`config.mk`:
```
export PLATFORM = sky130hd
export DESIGN_NAME = feistel_round_unit
export DESIGN_NICKNAME = d
export VERILOG_FILES = /design/src/rtl/feistel_rf_pkg.sv /design/src/rtl/rf_ctrl.sv /design/src/rtl/rf_datapath.sv /design/src/rtl/feistel_round_unit.sv
export SDC_FILE = /design/constraint.sdc
export NUM_CORES = 1
export LEC_CHECK = 0
export BUFFER_PORTS_ARGS = -buffer_cell sky130_fd_sc_hd__clkbuf_2
export CAP_MARGIN = 25
export CORE_MARGIN = 2
export CORE_UTILIZATION = 41
export DETAILED_ROUTE_END_ITERATION = 8
export PLACE_DENSITY = 0.65
export SLEW_MARGIN = 15
export SYNTH_ARGS = -nofsm -noshare
export SYNTH_HDL_FRONTEND = slang
export SYNTH_HIERARCHICAL = 1
export SYNTH_SLANG_ARGS = --single-unit
```
`constraint.sdc`:
```
create_clock -name clk -period 10.4 [get_ports clk]
set_input_delay 0.52 -clock clk [delete_from_list [all_inputs] [get_ports clk]]
set_output_delay 0.52 -clock clk [all_outputs]
set_load 0.005 [all_outputs]
```
`src/rtl/feistel_rf_pkg.sv`:
```
package feistel_rf_pkg;

  typedef enum logic [1:0] {
    OP_ADD = 2'd0,
    OP_XOR = 2'd1,
    OP_SUB = 2'd2
  } opKind_e;

  typedef struct packed {
    opKind_e premixOp;
    opKind_e mix1Op;
    opKind_e mix2Op;
    opKind_e mix3Op;
    logic    capture;
  } rfStrobe_t;

endpackage

```
`src/rtl/rf_ctrl.sv`:
```
module rf_ctrl
  import feistel_rf_pkg::*;
(
  input  logic       clk,
  input  logic       rstN,
  input  logic       inValid,
  input  logic [1:0] funcSel,
  output rfStrobe_t  strobe,
  output logic       outValid
);

  // Flavour decode: each flavour shifts the op pattern by one place.
  always_comb begin
    strobe.capture = inValid;
    unique case (funcSel)
      2'b10: begin
        strobe.premixOp = OP_XOR;
        strobe.mix1Op   = OP_SUB;
        strobe.mix2Op   = OP_ADD;
        strobe.mix3Op   = OP_XOR;
      end
      2'b11: begin
        strobe.premixOp = OP_SUB;
        strobe.mix1Op   = OP_ADD;
        strobe.mix2Op   = OP_XOR;
        strobe.mix3Op   = OP_SUB;
      end
      default: begin
        strobe.premixOp = OP_ADD;
        strobe.mix1Op   = OP_XOR;
        strobe.mix2Op   = OP_SUB;
        strobe.mix3Op   = OP_ADD;
      end
    endcase
  end

  always_ff @(posedge clk) begin
    if (!rstN) outValid <= 1'b0;
    else       outValid <= inValid;
  end

endmodule

```
`src/rtl/rf_datapath.sv`:
```
module rf_datapath
  import feistel_rf_pkg::*;
#(
  parameter int HALF_W = 32,
  parameter int IDX_W  = 8
) (
  input  logic                          clk,
  input  logic                          rstN,
  input  rfStrobe_t                     strobe,
  input  logic [HALF_W-1:0]             dataHalf,
  input  logic [HALF_W-1:0]             otherHalf,
  input  logic [HALF_W-1:0]             maskKey,
  input  logic [$clog2(HALF_W)-1:0]     rotAmt,
  output logic [HALF_W-1:0]             tblIdx,
  input  logic [HALF_W*(HALF_W/IDX_W)-1:0] tblData,
  output logic [HALF_W-1:0]             fOut,
  output logic [HALF_W-1:0]             newHalf
);

  localparam int ROT_W   = $clog2(HALF_W);
  localparam int NUM_TBL = HALF_W / IDX_W;

  function automatic logic [HALF_W-1:0] applyOp(
    input opKind_e op,
    input logic [HALF_W-1:0] a,
    input logic [HALF_W-1:0] b
  );
    unique case (op)
      OP_XOR:  return a ^ b;
      OP_SUB:  return a - b;
      default: return a + b;
    endcase
  endfunction

  // Pre-mix: key is the left operand so subtract gives key minus data.
  logic [HALF_W-1:0] premixVal;
  assign premixVal = applyOp(strobe.premixOp, maskKey, dataHalf);

  // Logarithmic left rotator.
  logic [HALF_W-1:0] rotStage [ROT_W+1];
  assign rotStage[0] = premixVal;

  for (genvar s = 0; s < ROT_W; s++) begin : g_rot
    localparam int SH = 1 << s;
    assign rotStage[s+1] = rotAmt[s]
      ? {rotStage[s][HALF_W-1-SH:0], rotStage[s][HALF_W-1:HALF_W-SH]}
      : rotStage[s];
  end

  // Byte split and table word unpack; slot 0 is the top byte / top word.
  logic [HALF_W-1:0] tblWord [NUM_TBL];

  for (genvar k = 0; k < NUM_TBL; k++) begin : g_slot
    assign tblIdx[HALF_W-1-k*IDX_W -: IDX_W] =
      rotStage[ROT_W][HALF_W-1-k*IDX_W -: IDX_W];
    assign tblWord[k] = tblData[HALF_W*(NUM_TBL-k)-1 -: HALF_W];
  end

  // Three-step merge chain.
  logic [HALF_W-1:0] mixA, mixB, fNext;
  assign mixA  = applyOp(strobe.mix1Op, tblWord[0], tblWord[1]);
  assign mixB  = applyOp(strobe.mix2Op, mixA, tblWord[2]);
  assign fNext = applyOp(strobe.mix3Op, mixB, tblWord[NUM_TBL-1]);

  always_ff @(posedge clk) begin
    if (!rstN) begin
      fOut    <= '0;
      newHalf <= '0;
    end else if (strobe.capture) begin
      fOut    <= fNext;
      newHalf <= otherHalf ^ fNext;
    end
  end

endmodule

```
`src/rtl/feistel_round_unit.sv`:
```
module feistel_round_unit
  import feistel_rf_pkg::*;
#(
  parameter int HALF_W = 32
) (
  input  logic                        clk,
  input  logic                        rstN,
  input  logic                        inValid,
  input  logic [1:0]                  funcSel,
  input  logic [HALF_W-1:0]           dataHalf,
  input  logic [HALF_W-1:0]           otherHalf,
  input  logic [HALF_W-1:0]           maskKey,
  input  logic [$clog2(HALF_W)-1:0]   rotKey,
  output logic [HALF_W-1:0]           tblIdx,
  input  logic [HALF_W*(HALF_W/8)-1:0] tblData,
  output logic                        outValid,
  output logic [HALF_W-1:0]           fOut,
  output logic [HALF_W-1:0]           newHalf
);

  rfStrobe_t strobe;

  rf_ctrl u_ctrl (
    .clk      (clk),
    .rstN     (rstN),
    .inValid  (inValid),
    .funcSel  (funcSel),
    .strobe   (strobe),
    .outValid (outValid)
  );

  rf_datapath #(
    .HALF_W (HALF_W),
    .IDX_W  (8)
  ) u_dp (
    .clk       (clk),
    .rstN      (rstN),
    .strobe    (strobe),
    .dataHalf  (dataHalf),
    .otherHalf (otherHalf),
    .maskKey   (maskKey),
    .rotAmt    (rotKey),
    .tblIdx    (tblIdx),
    .tblData   (tblData),
    .fOut      (fOut),
    .newHalf   (newHalf)
  );

endmodule

```
==> summary.txt <==
Floorplanning
  – Initial core utilization: 41.5%
  – # rows: 73
  – Placeable Area: 0.0397 mm²
  – Die width: approximately 200 µm
  – Overall die height: 205 µm
  – I/O Pins: 331
  – Die footprint: roughly 0.042 mm²

Clock tree
  – Clock sinks: 65
  – Later-pin clock latency in the skew report: 320 ps
  – Clk Tree Root Cell: clkbuf_16
  – Clock buffer depth: 2
  – TritonCTS Buffers: 9
  – CTS clk-pin slew, worst paths: 50 ps
  – CTS tree: built
  – Hold Buf Count CTS: 0
  – Post_cts resized: 0
  – Post-CTS Setup Bufs: 0
  – H-Tree Depth: 3

Logic synthesis
  – Synthesized cell area: 0.0165 mm²
  – Yosys top cell area share: 10.1%
  – Asr flop ratio synth: 0%
  – Seq/Total Area, Yosys: 7.89%
  – Top FF cell, synth: dfxtp_1
  – Distinct cells, synth: between 90 and 100
  – Synth area leaders: xnor2_1 10%, ha_1 9.8%, xor2_1 7.9%
  – Synth area leader: xnor2_1
  – Synth Warn #: 6
  – Avg Inst Size Synth: 7.19 µm²
  – EDFF count, synth: 0
  – Synthesis-stage register bit count: 65
  – Syn Inst Count: 2293
  – Post-Syn Nets: 2660

GRT
  – Gr usage total: 25.0%
  – Initial antenna violation count: 9
  – First-pass GRT wire length: 85400 µm
  – Vias in the first global route: 16100
  – Aggregate global routing overflow: 0
  – Largest net degree at the start of global routing: 103

Critical path
  – R2r endpoint: u_dp/newHalf[28]
  – Critical Path End Type: flip-flop
  – Crit path largest cell delay: 540 ps
  – Kind of critical path: in -> reg
  – CP dominant cell by count: a21oi_1
  – Critical path depth: 38
  – Crit. Startpoint: funcSel[0]
  – Crit start category: input pin
  – Critical Path End: u_dp/newHalf[31]
  – Cell family with most CP delay: compound AO/OA/AOI/OAI gates
  – Data arrival, critical path: 9800 ps
  – Worst-path fanout max: 17
  – Worst flop-to-flop path startpoint: u_dp/newHalf[28]
  – R2r setup slk: 9690 ps
  – FF-to-FF path depth: 2
  – CP max stage cell: nand2b_1
  – WP data required: 10600 ps
  – Worst Path Buf+Inv: 1

Timing
  – Setup TNS: 0 ps
  – Max Clk Rate: 104 MHz
  – Fin. Hold Viols: 0
  – Worst Tran Pin Value: 985 ps
  – Hold_ws: 483 ps
  – Final setup viols: 0
  – Final Max Slew Viols: 0
  – Post-layout min period: around 9600 ps
  – Tcrit/Tclk final: 92.3%
  – Max_slew headroom: 33.5%
  – RSZ-0062 raised after global routing: false
  – Clock Skew: 0 ps
  – Setup slack after layout: 803 ps

Finish
  – Fillers: approximately 4000
  – Area of the multi-input gates: ~0.015 mm²
  – Commonest non-fill, non-tap cell in the layout: clkbuf_2
  – Area Overhead vs Synth: 14.1%
  – Post-route cell area: 0.0188 mm²
  – Post-Layout Cell Count: approximately 3000
  – FF+latch area: 0.00130 mm²
  – Layout cells sized above 1: 17.9%
  – Final nets: 2901
  – Most frequent cells in the layout: 330 x clkbuf_2, 252 x nor2_1, 191 x xnor2_1, 180 x a21oi_1, 159 x nand2_1

Placement
  – Post-DP HPWL: 45200 µm
  – Pre-CTS setup slack: 540 ps
  – Placed cells: about 3000
  – RePlAce Congestion: 0.941
  – DP Area: 0.0184 mm²
  – PortBufs: between 300 and 400

Power and ir drop
  – Maximum vdd drop: between 0.1 and 0.15 mV
  – P_leak: 0.00848 µW
  – Power Density: ~190 mW/mm²

Routing
  – Wire per inst: 18.0 µm
  – Drt initial violations: roughly 1500
  – Vias: around 18000
  – Drt first pass iters: 6
  – Routed WL: about 55000 µm
  – Via density: slightly below 6
  – # DRC: 0
  – Post-route ant nets: 0

Outcome
  – Status: finished, final reports clean

Worst hold path
  – Hold WC Path Type: reg -> reg

Flow run
  – Max-cap violations: 0
cells by family after synthesis:
logic type               after synthesis  share of synthesized area (%)
AO/OA/AOI/OAI                        700                           28.2
buffers and inverters                181                           4.28
flip-flops                            65                           7.89
adder cells (fa/ha/maj)              133                           10.3
AND/OR/NAND/NOR                      737                           21.7
multiplexers                         135                           9.40
XOR/XNOR                             342                           18.2
how the worst min path moves through the flow:
stage                                to  slack, ps          start  depth (start not counted)
after detailed placement  u_dp/fOut[31]        470  u_dp/fOut[31]                          2
after floorplan           u_dp/fOut[31]        470  u_dp/fOut[31]                          2
after global routing      u_dp/fOut[19]        500  u_dp/fOut[19]                          2
final                     u_dp/fOut[31]        480  u_dp/fOut[31]                          2
after global placement    u_dp/fOut[31]        470  u_dp/fOut[31]                          2
after CTS                 u_dp/fOut[31]        480  u_dp/fOut[31]                          2
where the power goes:
group	switching, µW	total, µW	internal [µW]
registers	52.0	397	345
clock network	98.4	287	189
logic	1610	2820	1210
total	1760	3510	1740
per-layer routing:
layer / track usage, % / wire (µm)
met5: 0 / 40
met4: 5.33 / 873
met3: 4.04 / 4330
met2: 37.1 / 22800
met1: 37.3 / 27100
state kept, by name (all words and copies together), names as in the netlist:
name and count:
u_dp/newHalf 32, u_dp/fOut 32, u_ctrl/outValid 1
synth_stat cells, drive strengths merged (7+ instances only):
library cell  instances
nor2                253
xnor2               193
a21oi               180
nand2               160
xor2                149
o21ai               148
ha                  129
clkbuf               94
mux2i                86
dfxtp                65
a21o                 64
inv                  61
nor3                 47
a211oi               40
mux2                 37
o31ai                37
nand3                36
a31oi                33
nand2b               32
nor2b                31
or3                  31
o21a                 25
and2                 24
buf                  23
nor4                 23
and3                 22
o211ai               19
or2                  17
or4                  17
nand4                16
o41ai                16
o21bai               14
mux4                 12
a211o                11
a21boi               11
nand3b                8
o211a                 8
o31a                  8
o2111ai               7
area by class of cell:
| class | count | area share, % |
|---|---|---|
| inverters | 64 | 1.28 |
| clock inverters | 3 | 0.226 |
| flip-flops and latches | 65 | 6.92 |
| repair buffers | 347 | 9.66 |
| diodes | 6 | 0.0798 |
| multi-input cells | 2047 | 77.1 |
| clock buffers | 11 | 1.29 |
| well taps | 525 | 3.49 |
stage by stage:
stage / utilization (%) / total power [µW]
6_report: 47.4 / 3510
5_1_grt: 47.4 / 3830
4_1_cts: 47.1 / 3470
3_5_place_dp: 46.4 / 3160
3_3_place_gp: 46.4 / 3110
2_1_floorplan: - / 2410
worst reg2reg max path: stages, from the launching register on:
cell      delay (ps)
dfxtp_1          360
nor2_1            50
a211oi_1         210
(Power assumes the default switching activity.)
